`config.mk`:
```
export PLATFORM = sky130hd
export DESIGN_NAME = regalu_datapath
export DESIGN_NICKNAME = d
export VERILOG_FILES = /design/src/rtl/regalu_pkg.sv /design/src/rtl/regalu_regfile.sv /design/src/rtl/regalu_hold.sv /design/src/rtl/regalu_alu.sv /design/src/rtl/regalu_datapath.sv
export SDC_FILE = /design/constraint.sdc
export NUM_CORES = 1
export LEC_CHECK = 0
export BUFFER_PORTS_ARGS = -buffer_cell sky130_fd_sc_hd__buf_4
export CAP_MARGIN = 10
export CORE_UTILIZATION = 56
export CTS_BUF_LIST = sky130_fd_sc_hd__clkbuf_8 sky130_fd_sc_hd__clkbuf_16
export CTS_CLUSTER_SIZE = 30
export DETAILED_ROUTE_END_ITERATION = 10
export MAX_ROUTING_LAYER = met4
export PLACE_DENSITY = 0.79
export SETUP_SLACK_MARGIN = 0.15
export SLEW_MARGIN = 15
export SYNTH_ARGS = -nofsm -noshare
export SYNTH_HDL_FRONTEND = slang
export SYNTH_SLANG_ARGS = --single-unit
```
`constraint.sdc`:
```
create_clock -name clk -period 2.9 [get_ports clk]
set_input_delay 0.145 -clock clk [delete_from_list [all_inputs] [get_ports clk]]
set_output_delay 0.145 -clock clk [all_outputs]
set_load 0.005 [all_outputs]
```
`src/rtl/regalu_pkg.sv`:
```
package regalu_pkg;

  // ALU operating mode
  typedef enum logic {
    MODE_ARITH = 1'b0,
    MODE_LOGIC = 1'b1
  } alu_mode_e;

  // Function select inside a mode
  typedef enum logic [1:0] {
    FN_PRIMARY   = 2'b00,  // add / or
    FN_SECONDARY = 2'b01,  // a + ~b / and-not
    FN_PASS_LO   = 2'b10,  // pass operand A
    FN_PASS_HI   = 2'b11   // pass operand A
  } alu_fn_e;

endpackage

```
`src/rtl/regalu_regfile.sv`:
```
module regalu_regfile #(
  parameter int W     = 4,
  parameter int WORDS = 4,
  localparam int AW   = (WORDS > 1) ? $clog2(WORDS) : 1
) (
  input  logic          clk,
  input  logic          rst,
  input  logic          wr_en,
  input  logic [AW-1:0] wr_addr,
  input  logic [W-1:0]  wr_data,
  input  logic [AW-1:0] rd_addr,
  output logic [W-1:0]  rd_data
);

  logic [W-1:0] word_q [WORDS];

  // One register per word; each decodes its own write strobe
  for (genvar gi = 0; gi < WORDS; gi++) begin : g_word
    logic sel_w;
    assign sel_w = wr_en && (wr_addr == AW'(gi));

    always_ff @(posedge clk) begin
      if (rst) begin
        word_q[gi] <= '0;
      end else if (sel_w) begin
        word_q[gi] <= wr_data;
      end
    end
  end

  // Asynchronous read port
  always_comb begin
    rd_data = '0;
    for (int i = 0; i < WORDS; i++) begin
      if (rd_addr == AW'(i)) rd_data = word_q[i];
    end
  end

endmodule

```
`src/rtl/regalu_hold.sv`:
```
module regalu_hold #(
  parameter int W = 4
) (
  input  logic         clk,
  input  logic         rst,
  input  logic         cap_en,
  input  logic [W-1:0] d,
  output logic [W-1:0] q
);

  always_ff @(posedge clk) begin
    if (rst) begin
      q <= '0;
    end else if (cap_en) begin
      q <= d;
    end
  end

endmodule

```
`src/rtl/regalu_alu.sv`:
```
module regalu_alu
  import regalu_pkg::*;
#(
  parameter int W = 4
) (
  input  logic         mode,
  input  logic [1:0]   fsel,
  input  logic [W-1:0] opa,
  input  logic [W-1:0] opb,
  output logic [W-1:0] res,
  output logic         cout
);

  logic [W:0]   sum_add;
  logic [W:0]   sum_inv;
  logic [W-1:0] lg_or;
  logic [W-1:0] lg_andn;
  alu_fn_e      fn;
  alu_mode_e    md;

  assign fn      = alu_fn_e'(fsel);
  assign md      = alu_mode_e'(mode);
  assign sum_add = {1'b0, opa} + {1'b0, opb};
  assign sum_inv = {1'b0, opa} + {1'b0, ~opb};
  assign lg_or   = opa | opb;
  assign lg_andn = opa & ~opb;

  always_comb begin
    res  = opa;
    cout = 1'b0;
    unique case (fn)
      FN_PRIMARY: begin
        if (md == MODE_ARITH) begin
          res  = sum_add[W-1:0];
          cout = sum_add[W];
        end else begin
          res  = lg_or;
        end
      end
      FN_SECONDARY: begin
        if (md == MODE_ARITH) begin
          res  = sum_inv[W-1:0];
          cout = sum_inv[W];
        end else begin
          res  = lg_andn;
        end
      end
      FN_PASS_LO, FN_PASS_HI: begin
        res  = opa;
        cout = 1'b0;
      end
      default: begin
        res  = opa;
        cout = 1'b0;
      end
    endcase
  end

endmodule

```
`src/rtl/regalu_datapath.sv`:
```
module regalu_datapath #(
  parameter int W     = 4,
  parameter int WORDS = 4,
  localparam int AW   = (WORDS > 1) ? $clog2(WORDS) : 1
) (
  input  logic          clk,
  input  logic          rst,
  input  logic [W-1:0]  din,
  input  logic          in_sel,
  input  logic          wr_en,
  input  logic [AW-1:0] wr_addr,
  input  logic [AW-1:0] rd_addr,
  input  logic          hold_en,
  input  logic          mode,
  input  logic [1:0]    fsel,
  output logic [W-1:0]  rd_data,
  output logic [W-1:0]  alu_res,
  output logic          alu_cout
);

  logic [W-1:0] wdata;
  logic [W-1:0] opa_q;

  // Write-side selector: external data or ALU feedback
  assign wdata = in_sel ? alu_res : din;

  regalu_regfile #(.W(W), .WORDS(WORDS)) u_rf (
    .clk     (clk),
    .rst     (rst),
    .wr_en   (wr_en),
    .wr_addr (wr_addr),
    .wr_data (wdata),
    .rd_addr (rd_addr),
    .rd_data (rd_data)
  );

  regalu_hold #(.W(W)) u_hold (
    .clk    (clk),
    .rst    (rst),
    .cap_en (hold_en),
    .d      (rd_data),
    .q      (opa_q)
  );

  regalu_alu #(.W(W)) u_alu (
    .mode (mode),
    .fsel (fsel),
    .opa  (opa_q),
    .opb  (rd_data),
    .res  (alu_res),
    .cout (alu_cout)
  );

endmodule

```
# ---- After elaboration in Yosys (flattened, before gate mapping)
# Memories as Yosys holds them, arrays and structs flattened.
# Cells that the tools add are included.
dict set report op_classes {
  n_addsub 2
  n_eq_ne 9
  reduce_logical 8
  muxes 29
  bitwise_logic 7
}
# cell n
set op_table {}
lappend op_table {{4-bit two-way mux} 11}
lappend op_table {{1-bit two-way mux} 16}
lappend op_table {{2-bit == test (second input constant)} 6}
lappend op_table {{4-bit case mux with 3 select lines} 1}
lappend op_table {{4-bit by 4-bit adder with 5-bit output} 2}
lappend op_table {{2-bit by 1-bit == test with 1-bit output (second input constant)} 3}
lappend op_table {{2-bit zero test} 3}
lappend op_table {{4-bit bitwise AND} 1}
lappend op_table {{1-bit logical AND} 4}
lappend op_table {{4-bit inverter} 1}
lappend op_table {{1-bit OR} 4}
lappend op_table {{4-bit OR} 1}
lappend op_table {{1-bit case mux with 3 select lines} 1}
lappend op_table {{2-bit OR reduction} 1}
dict set report totals {
  mem_bits_rw 16
  register_bits 4
  out_inout_bits 9
  n_memories 1
  elab_cells 57
  input_bits 16
}
# memory depth word_bits read_ports rd_clocked_by_memory_dff wr line
set mem_list {}
lappend mem_list {u_rf.word_q 4 4 4 0 4 regalu_regfile.sv:15} ;# logic [W-1:0] word_q [WORDS];

# ---- Logic depth before layout (Yosys ltp)
dict set report depth {
  depth_word 11
  depth_mapped 9
  depth_no_buf 9
}

# ---- Cells and area by module
# From an unflattened synthesis, not the netlist that was laid out.
dict set report hier_totals {
  hier_cells 136
  area_unflattened_um2 1426.4
}
# mod seq_area_each_um2 cells_each n_inst area_per_inst_um2
set by_module_without_submodules {}
lappend by_module_without_submodules {regalu_regfile 480.5 49 1 734.5}
lappend by_module_without_submodules {regalu_alu 0.0 70 1 506.7}
lappend by_module_without_submodules {regalu_hold 80.1 13 1 140.1}
lappend by_module_without_submodules {regalu_datapath 0.0 4 1 45.0}

# ---- Worst setup path before layout
# Ideal clock, no wire load.
dict set report synth_path {
  kind {reg-to-reg}
  from {memory u_rf.word_q[3][0]}
  to {memory u_rf.word_q[3][1] (data pin)}
  slack_ns 0.404
  stages_incl_launch_ff 9
  setup_time_ns 0.141
  arrival_ns 2.355
  path_cell_list {edfxtp_1 -> mux4_2 -> ha_1 -> inv_1 -> fa_1 -> mux4_2 -> o21ai_2 -> mux2i_2 -> nor2_1}
}
# element line
set synth_lines {}
lappend synth_lines {{start: declaration} regalu_regfile.sv:15}

==> impl_metrics.csv <==
group,metric,value,unit
status,status,"complete, no violations",
clocking,clock_path_buffers,2,
worst_setup_path,slowest_delay,0.55,ns
worst_setup_path,crit_required,2.76,ns
cells_and_area,register_area,561,µm²
worst_setup_path,cpLargestDelayFamily,"multiplexers",
worst_setup_path,worst_r2r_path_depth,9,
clocking,cts_tree,"yes",
sta,report.final.slew_viol_count,0,
route,wl,3130,µm
sta,setup_tns,0,ns
worst_setup_path,critPathSlowestCell,"mux4_2",
route,drc,0,
sta,fin_worst_skew,0.000929,ns
cells_and_area,layout_common_cells,"24 x buf_4, 23 x nor2_1, 16 x edfxtp_1",
cells_and_area,final_nets,201,
cells_and_area,diodes,0,
clocking,cts_buffers,3,
sta,period_share,93.7,%
worst_hold_path,whs_path_depth,2,
worst_setup_path,worst-path-buf-inv,2,
die,die_h,53.6,µm
worst_setup_path,critPathKind,"flip-flop to output port",
worst_setup_path,reg2reg_to,"u_rf.word_q[3][1]",
placement,pre_cts_ws,0.231,ns
global_route,grt_max_degree,15,
global_route,antenna_found_initial,0,
sta,finalHoldViolCount,0,
cells_and_area,final_layout_size_suffix_gt1_share,25.0,%
logic_synthesis,ys_types,36,
global_route,grt_pass1_wl,4780,µm
placement,io_buffers,24,
sta,rsz0062_at_grt,"yes",
sta,setup_ws,0.182,ns
job,cap_violations,0,
clocking,clock-sinks,20,
pwr,ir_drop,0.458,mV
sta,worstMarginPinSlew,0.433,ns
sta,setup_violations,0,
die,coreArea,2500,µm²
logic_synthesis,synthFlopType,"edfxtp_1",
global_route,grt_overflow,0,
worst_hold_path,hp-class,"input port to flip-flop",
placement,dp_hpwl,2460,µm
sta,fin_crit,2.72,ns
die,die_w,53.6,µm
clocking,cts_max_level,1,
clocking,cts_setup_buffers,0,
route,avgRoutedWirePerCell,15.8,µm
cells_and_area,layout_commonest_cell,"buf_4",
die,start_util,59.6,%
logic_synthesis,syn_inst,147,
pwr,power.total,710,µW
pwr,p_leak,0.000733,µW
logic_synthesis,synth_edf_count,16,
clocking,hold_buffers,0,
cells_and_area,stdcell_count,198,
worst_setup_path,crit_arrival,2.57,ns
placement,dp_cells,195,
worst_hold_path,hold-path-endpoint,"u_hold.q[2]",
cells_and_area,num-fill-cells,200,
worst_setup_path,cp_common_cell,"mux4_2",
route,first_iter_violations,31,
sta,clock.fmax,368,MHz
clocking,path_clk_slew,0.06,ns
logic_synthesis,synth_area,1490,µm²
cells_and_area,areaGrowthSynthToFinish,16.1,%
route,antenna_left,0,
logic_synthesis,syn_area_per_cell,10.1,µm²
die,row_count,18,
die,pin_count,25,
logic_synthesis,yosys_register_bits,20,
global_route,track_usage,24.8,%
worst_setup_path,r2r-start,"u_rf.word_q[3][0]",
logic_synthesis,ys_async_sr_fraction,0,%
die,die_area,2870,µm²
clocking,cts_root_buffer,"clkbuf_8",
worst_hold_path,min_from,"rst",
cells_and_area,multi_input_area,858,µm²
route,first_pass_iters,4,
logic_synthesis,seq_area_frac_synth,37.6,%
route,vias,1185,
worst_setup_path,crit_chain,"mux4_2 > ha_4 > inv_2 > fa_1 > mux4_2 > o21ai_2 > buf_4",
worst_setup_path,cp-end-kind,"output port",
worst_setup_path,crit_fanout,4,
logic_synthesis,ys_warn_count,0,
logic_synthesis,synth.net_count,178,
global_route,grt_pass1_vias,1071,
clocking,clkLatencyLatePin,0.25,ns
sta,hold_slack,0.141,ns
worst_setup_path,rrSetupSlack,0.22,ns
sta,maxSlewHeadroom,71.0,%
placement,place_congestion,0.820,
worst_setup_path,critPathLaunchType,"flip-flop",
pwr,power-per-cell-area,410,nW/µm²
route,routed_via_density,5.98,
[routing by layer]
metal / up-vias / wire, µm / track usage [%]
met5: - / 0 / -
met2: 46 / 1520 / 40.4
met3: 4 / 162 / 6.21
met4: 0 / 35 / 6.58
met1: 573 / 1410 / 30.5
li1: 562 / - / -
[state kept, by name, indices dropped and copies added, names as in the netlist]
register / count
u_rf.word_q: 16
u_hold.q: 4
[cells by family after synthesis]
group	share of synthesized area (%)
adder cells (fa/ha/maj)	13.6
flip-flops	37.6
buffers and inverters	6.13
multiplexers	12.8
AO/OA/AOI/OAI	13.2
XOR/XNOR	2.35
AND/OR/NAND/NOR	14.4
[worst max-delay path by stage]
stage          cells after the start           endpoint              start
2_1_floorplan                      8  u_rf.word_q[3][1]  u_rf.word_q[3][0]
3_3_place_gp                       8  u_rf.word_q[0][3]  u_rf.word_q[0][1]
3_5_place_dp                       8  u_rf.word_q[3][1]  u_rf.word_q[3][0]
4_1_cts                            7         alu_res[1]  u_rf.word_q[3][0]
5_1_grt                            7         alu_res[1]  u_rf.word_q[3][0]
6_report                           7         alu_res[1]  u_rf.word_q[3][0]
[power breakdown]
group	internal [µW]	switching (µW)	total (µW)
Clock	92.2	78.5	171
Combinational	94.6	110	205
Sequential	326	8.39	334
Total	512	197	710
[timing repair]
action,in CTS,in global routing
cloned,0,0
resized for setup,4,1
pin swaps,2,1
setup endpoints to repair,2,6
[per-stage QoR]
step | utilization [%] | area [µm²]
global route | 69.2 | 1730
global placement | 66.8 | 1670
detailed placement | 66.8 | 1670
finish | 69.2 | 1730
CTS | 69.2 | 1730
floorplan | - | 1490
[synth_stat cells, types with 3 or more instances]
cell type	n	share of area, %
ha_1	13	11
edfxtp_1	16	32
nand3_1	4	1.3
clkbuf_1	3	0.76
nor2b_1	3	1.3
nand2_1	12	3.0
xnor2_1	3	1.8
inv_1	14	3.5
o21ai_0	4	1.3
o32ai_1	4	2.4
a21o_1	4	2.0
dfxtp_1	4	5.4
nand2b_1	3	1.3
a21oi_1	5	1.7
mux2i_1	5	3.4
mux4_2	5	7.6
nor2_1	23	5.8
[layout make-up]
type | count | share of cell area (%)
multi-input cells | 107 | 49.6
flip-flops and latches | 20 | 32.4
repair buffers | 24 | 10.4
inverters | 14 | 3.04
clock buffers | 3 | 2.39
well taps | 30 | 2.17
No activity file was read; power rests on OpenSTA's default activity.
